[src/rtl/fdc_fc_pkg.sv]
package fdc_fc_pkg;
    // default geometry of the flag register
    localparam int unsigned FC_DEF_DRIVES = 2;
    localparam int unsigned FC_DEF_REG_W  = 8;
    localparam int unsigned FC_DEF_SYNC   = 2;

    // idle level of a cable line seen by a synchronizer
    typedef enum logic {
        FC_IDLE_LOW  = 1'b0,
        FC_IDLE_HIGH = 1'b1
    } fc_idle_e;
endpackage

[src/rtl/fc_sync.sv]
module fc_sync #(
    parameter int unsigned W      = 1,
    parameter int unsigned STAGES = 2,
    parameter logic [W-1:0] IDLE  = '0
) (
    input  logic         clk,
    input  logic         rst_n,
    input  logic [W-1:0] din,
    output logic [W-1:0] dout
);
    typedef struct packed {
        logic [STAGES-1:0][W-1:0] chain;
    } sync_st_t;

    sync_st_t s_d, s_q;

    always_comb begin
        s_d = s_q;
        s_d.chain[0] = din;
        for (int i = 1; i < STAGES; i++) begin
            s_d.chain[i] = s_q.chain[i-1];
        end
    end

    always_ff @(posedge clk or negedge rst_n) begin
        if (!rst_n) s_q.chain <= {STAGES{IDLE}};
        else        s_q       <= s_d;
    end

    assign dout = s_q.chain[STAGES-1];
endmodule

[src/rtl/fc_edge.sv]
module fc_edge (
    input  logic clk,
    input  logic rst_n,
    input  logic lvl,     // active-high synchronized level
    output logic pulse    // one cycle on each rising level
);
    typedef struct packed {
        logic prev;
    } edge_st_t;

    edge_st_t e_d, e_q;

    always_comb begin
        e_d      = e_q;
        e_d.prev = lvl;
    end

    always_ff @(posedge clk or negedge rst_n) begin
        if (!rst_n) e_q.prev <= 1'b0;
        else        e_q      <= e_d;
    end

    assign pulse = lvl & ~e_q.prev;
endmodule

[src/rtl/fc_flag_bank.sv]
module fc_flag_bank #(
    parameter int unsigned N = 2
) (
    input  logic         clk,
    input  logic         rst_n,
    input  logic [N-1:0] set_req,
    input  logic [N-1:0] clr_req,
    output logic [N-1:0] flags
);
    typedef struct packed {
        logic [N-1:0] flag;
    } bank_st_t;

    bank_st_t b_d, b_q;
    logic [N-1:0] nxt;

    // per drive: a set beats a same-cycle clear
    for (genvar g = 0; g < N; g++) begin : g_drv
        assign nxt[g] = set_req[g] | (b_q.flag[g] & ~clr_req[g]);
    end

    always_comb begin
        b_d      = b_q;
        b_d.flag = nxt;
    end

    always_ff @(posedge clk or negedge rst_n) begin
        if (!rst_n) b_q.flag <= '1;
        else        b_q      <= b_d;
    end

    assign flags = b_q.flag;
endmodule

[src/rtl/fdc_force_chg.sv]
module fdc_force_chg
    import fdc_fc_pkg::*;
#(
    parameter int unsigned NUM_DRV = FC_DEF_DRIVES,
    parameter int unsigned REG_W   = FC_DEF_REG_W,
    parameter int unsigned SYNC    = FC_DEF_SYNC
) (
    input  logic               clk,
    input  logic               rst_n,
    input  logic               reg_wr_en,
    input  logic [REG_W-1:0]   reg_wdata,
    output logic [REG_W-1:0]   reg_rdata,
    input  logic               step_n,
    input  logic [NUM_DRV-1:0] drive_sel_n,
    input  logic               disk_chg_n,
    output logic               dir_chg
);
    localparam int unsigned LINES = NUM_DRV + 2;
    localparam logic [LINES-1:0] LINE_IDLE = {LINES{FC_IDLE_HIGH}};

    typedef struct packed {
        logic [NUM_DRV-1:0] set_req;
        logic [NUM_DRV-1:0] clr_req;
        logic               status;
    } top_cmb_t;

    logic [LINES-1:0]   raw_lines;
    logic [LINES-1:0]   sync_lines;
    logic               step_act;
    logic               step_pulse;
    logic [NUM_DRV-1:0] sel_act;
    logic               chg_act;
    logic [NUM_DRV-1:0] flags;
    top_cmb_t           c_d;

    assign raw_lines = {disk_chg_n, drive_sel_n, step_n};

    fc_sync #(.W(LINES), .STAGES(SYNC), .IDLE(LINE_IDLE)) u_sync (
        .clk  (clk),
        .rst_n(rst_n),
        .din  (raw_lines),
        .dout (sync_lines)
    );

    assign step_act = ~sync_lines[0];
    assign sel_act  = ~sync_lines[NUM_DRV:1];
    assign chg_act  = ~sync_lines[NUM_DRV+1];

    fc_edge u_edge (
        .clk  (clk),
        .rst_n(rst_n),
        .lvl  (step_act),
        .pulse(step_pulse)
    );

    always_comb begin
        c_d         = '0;
        c_d.set_req = reg_wr_en ? reg_wdata[NUM_DRV-1:0] : '0;
        c_d.clr_req = {NUM_DRV{step_pulse}} & sel_act;
        c_d.status  = chg_act | (|(sel_act & flags));
    end

    fc_flag_bank #(.N(NUM_DRV)) u_bank (
        .clk    (clk),
        .rst_n  (rst_n),
        .set_req(c_d.set_req),
        .clr_req(c_d.clr_req),
        .flags  (flags)
    );

    assign reg_rdata = {{(REG_W-NUM_DRV){1'b0}}, flags};
    assign dir_chg   = c_d.status;
endmodule

[config.mk]
export PLATFORM = sky130hd
export DESIGN_NAME = fdc_force_chg
export DESIGN_NICKNAME = d
export VERILOG_FILES = /design/src/rtl/fdc_fc_pkg.sv /design/src/rtl/fc_sync.sv /design/src/rtl/fc_edge.sv /design/src/rtl/fc_flag_bank.sv /design/src/rtl/fdc_force_chg.sv
export SDC_FILE = /design/constraint.sdc
export NUM_CORES = 1
export LEC_CHECK = 0
export BUFFER_PORTS_ARGS = -buffer_cell sky130_fd_sc_hd__buf_2
export CAP_MARGIN = 20
export CORE_AREA = 2 2 39 41
export CTS_CLUSTER_SIZE = 8
export DETAILED_ROUTE_END_ITERATION = 8
export DIE_AREA = 0 0 41 43
export SLEW_MARGIN = 20
export SYNTH_ARGS = -nofsm -noshare
export SYNTH_HDL_FRONTEND = slang
export SYNTH_SLANG_ARGS = --single-unit
[constraint.sdc]
create_clock -name clk -period 2.42 [get_ports clk]
set_input_delay 0.484 -clock clk [delete_from_list [all_inputs] [get_ports clk]]
set_output_delay 0.484 -clock clk [all_outputs]
set_load 0.03 [all_outputs]
==> results.md, run 1 <==
* Port Buffers at 11
* DRT iter0 DRCs at 2
* Post-DRT Antenna Nets at 0
* Worst EP required at 1.94 ns
* Finished Layout Cells at 58
* Net Switching at approximately 0.000092 W
* Die X-Extent at approximately 41 µm
* Largest family of logic cells by synthesized area: buffers and inverters
* CORE AREA at 1380 µm²
* Most frequent cells in the layout: buf_2, dfstp_2, conb_1
* Syn Inst Count at 28
* Root Driver: clkbuf_4
* # rows at 14
* Pwr dens at 807 nW/µm²
* Distinct cell type count after synthesis at 9
* Tmin final at 1.71 ns
* Post-Route WL at ~490 µm
* Initial antenna violation count at 0
* Syn Area/Cell at roughly 14 µm²
* Post-synthesis sequential area ratio at 74.9%
* Area of the multi-input gates at 58.8 µm²
* Sequential cell area at 288 µm²
* GP Congestion at 0.585
* Vias at 216
* Vias in the first global route at 204
* First-pass GRT wire length at slightly below 800 µm
* Share of cells above drive strength 1 at 57.1%
* Post-synth top area share at 68.4%
* CP Launch Type: flop
* Critical setup path kind: flop to output pin
* CTS Buf Count at 3
* Post-synth top area cell: dfstp_2
* Cts hold-fix bufs at 0
* Fin area at 459 µm²
* Tcrit/Tclk final at 70.5%
* Status: complete, no violations
* H-tree depth at 1
* Initial core utilization at 27.8%
* Logic gate share of total power at 12.2%
* # clock sinks at 11
* First-pass DRT Iterations at 2
* Clock transition at path regs at around 0.06 ns
* Worst-Skew Late Latency at about 0.25 ns
* Clk pwr share at 31.5%
* Total track usage at about 7.4%
* Clock tree buffer depth at 2
* Worst IR Drop VDD at between 0.3 and 0.4 mV
* #FFs+latches synth at 11
* Crit end category: output pin
* Slew Limit Fails at 0
* CTS tree: yes
* Die area at 1760 µm²
* Top post-synthesis cells by area: dfstp_2, buf_4, dfrtp_1
* Die height at ~43 µm
* GR Overflow Total at 0
* Post-CTS resize count at 0
* # DRC at 0
* Simple-gate portion of the synthesized area at between 4 and 5%
* CP arrival at 1.22 ns
* Synth Area in Compound Gates at 4.89%
* Max Freq at 586 MHz
* Vias per std cell at between 3 and 4
* Int Power at 0.000279 W
* Synth-to-Final Area Change at 19.5%
* Largest net degree at the start of global routing at 12
* FILL cells at 138
* Setup TNS at 0 ns
* Post-synthesis mux area share at 0%
* RSZ-0062 raised after global routing: false
* Synth Area in Adders at 0%
* Placed cells at between 50 and 60
* Post-route clock skew at 0.000575 ns
* Ys Warns at 0
* Endpoints failing setup at 0
* # diodes at 0
* Post-CTS Setup Inserts at 0
* Sw frac at 24.8%
* Max FO, Critical Path at 2
* Number of max-cap violations at 0
* Fin. Hold Viols at 0
* Leak at approximately 0.22 nW
* DR WL/cell at 8.36 µm
* Final net count at 58
* Worst min-delay path category: input port to asynchronous set/reset pin
* Sequential Power Share at a little under three fifths
* I/O pin cnt at 24
* Placed inst area at about 430 µm²
* Mapped Area at 384 µm²
* Synth Area in XOR/XNOR at 0%
* Most common cell after layout, fill and taps aside: buf_2
[flip-flops by register name, indices dropped and copies added, names as in the netlist]
| name | flops |
|---|---|
| u_bank.flags | 2 |
| u_edge.e_q | 1 |
| u_sync.dout | 4 |
| u_sync.s_d | 4 |
[critical path, cell delays in order, from the launching register on]
cell and delay [ns]:
dfstp_2 0.53, inv_1 0.05, o221ai_1 0.17, buf_2 0.23
[synthesized netlist by cell type]
library cell  count
o221ai_1          1
nand2_1           2
o21ai_1           2
inv_1             3
nor3_1            2
conb_1            1
dfrtp_1           1
dfstp_2          10
buf_4             6
[path summary, 6_finish.rpt]
kind                                    to             from  slack (ns)  cells past startpoint
max                                dir_chg  u_bank.flags[0]        0.71                      3
min                             u_edge.e_q            rst_n        0.08                      1
max reg2reg                u_bank.flags[0]   u_sync.dout[0]        1.66                      2
min reg2reg                 u_sync.dout[3]    u_sync.s_d[7]        0.36                      0
max in group asynchronous    u_sync.s_d[6]            rst_n        2.09                      1
min in group clk             u_sync.s_d[6]   drive_sel_n[1]        0.32                      1
[power by group through the flow]
stage | sequential (W) | combinational [W] | clock [W]
2_1_floorplan | 0.000219 | 0.0000291 | 0
6_report | 0.000208 | 0.0000452 | 0.000117
3_3_place_gp | 0.000211 | 0.0000452 | 0
5_1_grt | 0.000210 | 0.0000498 | 0.000132
4_1_cts | 0.000209 | 0.0000459 | 0.000125
3_5_place_dp | 0.000211 | 0.0000458 | 0
[kinds of logic after synthesis]
family / after synthesis
compound gates: 3
buf+inv: 9
flops: 11
other cells: 1
simple gates: 4
[routing by layer]
metal | GRT usage [%] | vias up | share of wire (%)
met5 | 0 | - | 0
met4 | 4.00 | 0 | 0
met3 | 7.85 | 0 | 14
met2 | 9.06 | 17 | 46
met1 | 7.53 | 94 | 40
li1 | - | 105 | -
[through the flow]
| step | power (W) | utilization [%] | worst slack, ns | hold slack (ns) |
|---|---|---|---|---|
| 6_report | 0.000370 | 33.2 | 0.714 | 0.0772 |
| 5_1_grt | 0.000392 | 33.2 | 0.644 | 0.0718 |
| 4_1_cts | 0.000379 | 33.2 | 0.680 | 0.0730 |
| 3_5_place_dp | 0.000257 | 31.3 | 0.978 | 0.348 |
| 3_3_place_gp | 0.000256 | 31.3 | 0.975 | 0.346 |
| 2_1_floorplan | 0.000248 | - | 0.724 | 0.188 |
[area by class of cell]
cell class	instances	area share, %
sequential	11	62.7
multi-input combinational	13	12.8
timing repair buffer	11	12.0
clock buffer	4	5.72
tap	16	4.36
inverter	3	2.45
Power figures use the tool's default switching activity.
==> run 2: changes to the inputs <==
- clock period: 2.42 -> 1.5 ns (I/O delays scaled with it)
==> results.md, run 2 (synthesis gave the netlist of run 1 again) <==
* Status: complete, no violations
* Max Freq at 688 MHz
* Clock tree buffer depth at 2
* Final net count at 59
* CORE AREA at 1380 µm²
* Worst EP required at between 1 and 1.5 ns
* First-pass DRT Iterations at 2
* CTS Buf Count at 3
* Slew Limit Fails at 0
* Clock transition at path regs at 0.06 ns
* Leak at 0.228 nW
* Fin area at 482 µm²
* Number of max-cap violations at 0
* Critical setup path kind: flop to output pin
* Most frequent cells in the layout: buf_2, dfstp_2, conb_1
* DRT iter0 DRCs at 2
* R2r setup slk at 0.73 ns
* Largest net degree at the start of global routing at 12
* Placed cells at 54
* Post-route clock skew at 0.00177 ns
* # DRC at 0
* Vias in the first global route at 211
* CP Launch Type: flop
* Crit end category: output pin
* Synth-to-Final Area Change at 25.4%
* Pwr dens at 1260 nW/µm²
* CP arrival at 1.15 ns
* FILL cells at 147
* Slowest CP cell: dfstp_2
* Vias at 222
* RSZ-0062 raised after global routing: true
* Worst min-delay path category: input port to flop
* Crit path largest cell delay at 0.53 ns
* Fin. Hold Viols at 0
* Max FO, Critical Path at 2
* Hold Startpoint: disk_chg_n
* H-tree depth at 1
* Share of cells above drive strength 1 at between 60% and 70%
* Post-DRT Antenna Nets at 0
* Finished Layout Cells at 59
* Endpoints failing setup at 0
* Root Driver: clkbuf_4
* Total track usage at 7.27%
* Worst flop-to-flop path startpoint: u_bank.flags[1]
* Hold Path End: u_sync.s_d[7]
* First-pass GRT wire length at 765 µm
* Reg-to-Reg End: u_bank.flags[1]
* GP Congestion at 0.587
* Worst IR Drop VDD at slightly above 0.6 mV
* R2R depth at 2
* Die X-Extent at between 40 and 50 µm
* Hold Crit Depth at 1
* CTS tree: yes
* GR Overflow Total at 0
* Worst-Skew Late Latency at 0.26 ns
* DR WL/cell at 7.64 µm
* # diodes at 0
* Die area at ~1800 µm²
* Setup TNS at 0 ns
* Die height at 43 µm
* Post-Route WL at 451 µm
* Initial antenna violation count at 0
* I/O pin cnt at 24
* # rows at 14
* Initial core utilization at 27.8%
* Placed inst area at 439 µm²
* Worst path cell trace: inv_2 -> o221ai_2 -> buf_6
* Vias per std cell at about 3.8
* Port Buffers at 11
* Final total power at 0.000607 W
* Tmin final at 1.45 ns
* Tcrit/Tclk final at 96.9%
* Hold_ws at 0.136 ns
* # clock sinks at 11
-- run 2: worst max path at each step --
| stage | from | to | slack [ns] | cells after the start |
|---|---|---|---|---|
| final | u_bank.flags[0] | dir_chg | 0.05 | 3 |
| after CTS | u_bank.flags[0] | dir_chg | 0.003 | 3 |
| after global routing | u_bank.flags[0] | dir_chg | -0.03 | 3 |
| after detailed placement | u_bank.flags[0] | dir_chg | 0.27 | 3 |
| after floorplan | u_bank.flags[0] | dir_chg | 0.16 | 2 |
| after global placement | u_bank.flags[0] | dir_chg | 0.27 | 3 |
-- run 2: per-layer routing --
metal  global-route usage, %  wire (µm)  vias to the layer above
li1                        -          -                      106
met1                    6.51        173                       99
met2                    9.69        210                       17
met3                    7.85         67                        0
met4                    4.00          0                        0
met5                       0          0                        -
-- run 2: final cells by class --
cell class | instances | area [µm²] | area share [%]
tap | 16 | 20.0 | 4.16
sequential | 11 | 288 | 59.7
inverter | 3 | 11.3 | 2.34
timing repair buffer | 12 | 71.3 | 14.8
clock buffer | 4 | 26.3 | 5.45
multi-input combinational | 13 | 65.1 | 13.5
-- run 2: timing repair --
item,4_1_cts,5_1_grt
gates resized for setup,1,2
setup buffers,0,0
hold endpoints to repair,1,0
hold buffers,1,0
cloned,0,0
endpoints found under the setup margin,1,1
-- run 2: critical path: cells and delay by family, from the launching register on --
kind | cells | cell delay, ns
flip-flops | 1 | 0.53
AO/OA/AOI/OAI | 1 | 0.16
buffers and inverters | 2 | 0.20
-- run 2: stage by stage --
| step | utilization [%] | worst slack, ns |
|---|---|---|
| final | 34.8 | 0.0460 |
| after global routing | 34.8 | -0.0262 |
| after CTS | 34.5 | 0.00342 |
| after detailed placement | 31.7 | 0.267 |
| after global placement | 31.7 | 0.266 |
| after floorplan | - | 0.160 |
-- run 2: where the power goes --
group	internal (W)	switching, W	total, W	leakage (nW)
Combinational	0.0000239	0.0000562	0.0000801	0.0958
Sequential	0.000329	0.00000861	0.000337	0.117
Clock	0.000103	0.0000868	0.000189	0.0150
Total	0.000455	0.000152	0.000607	0.228
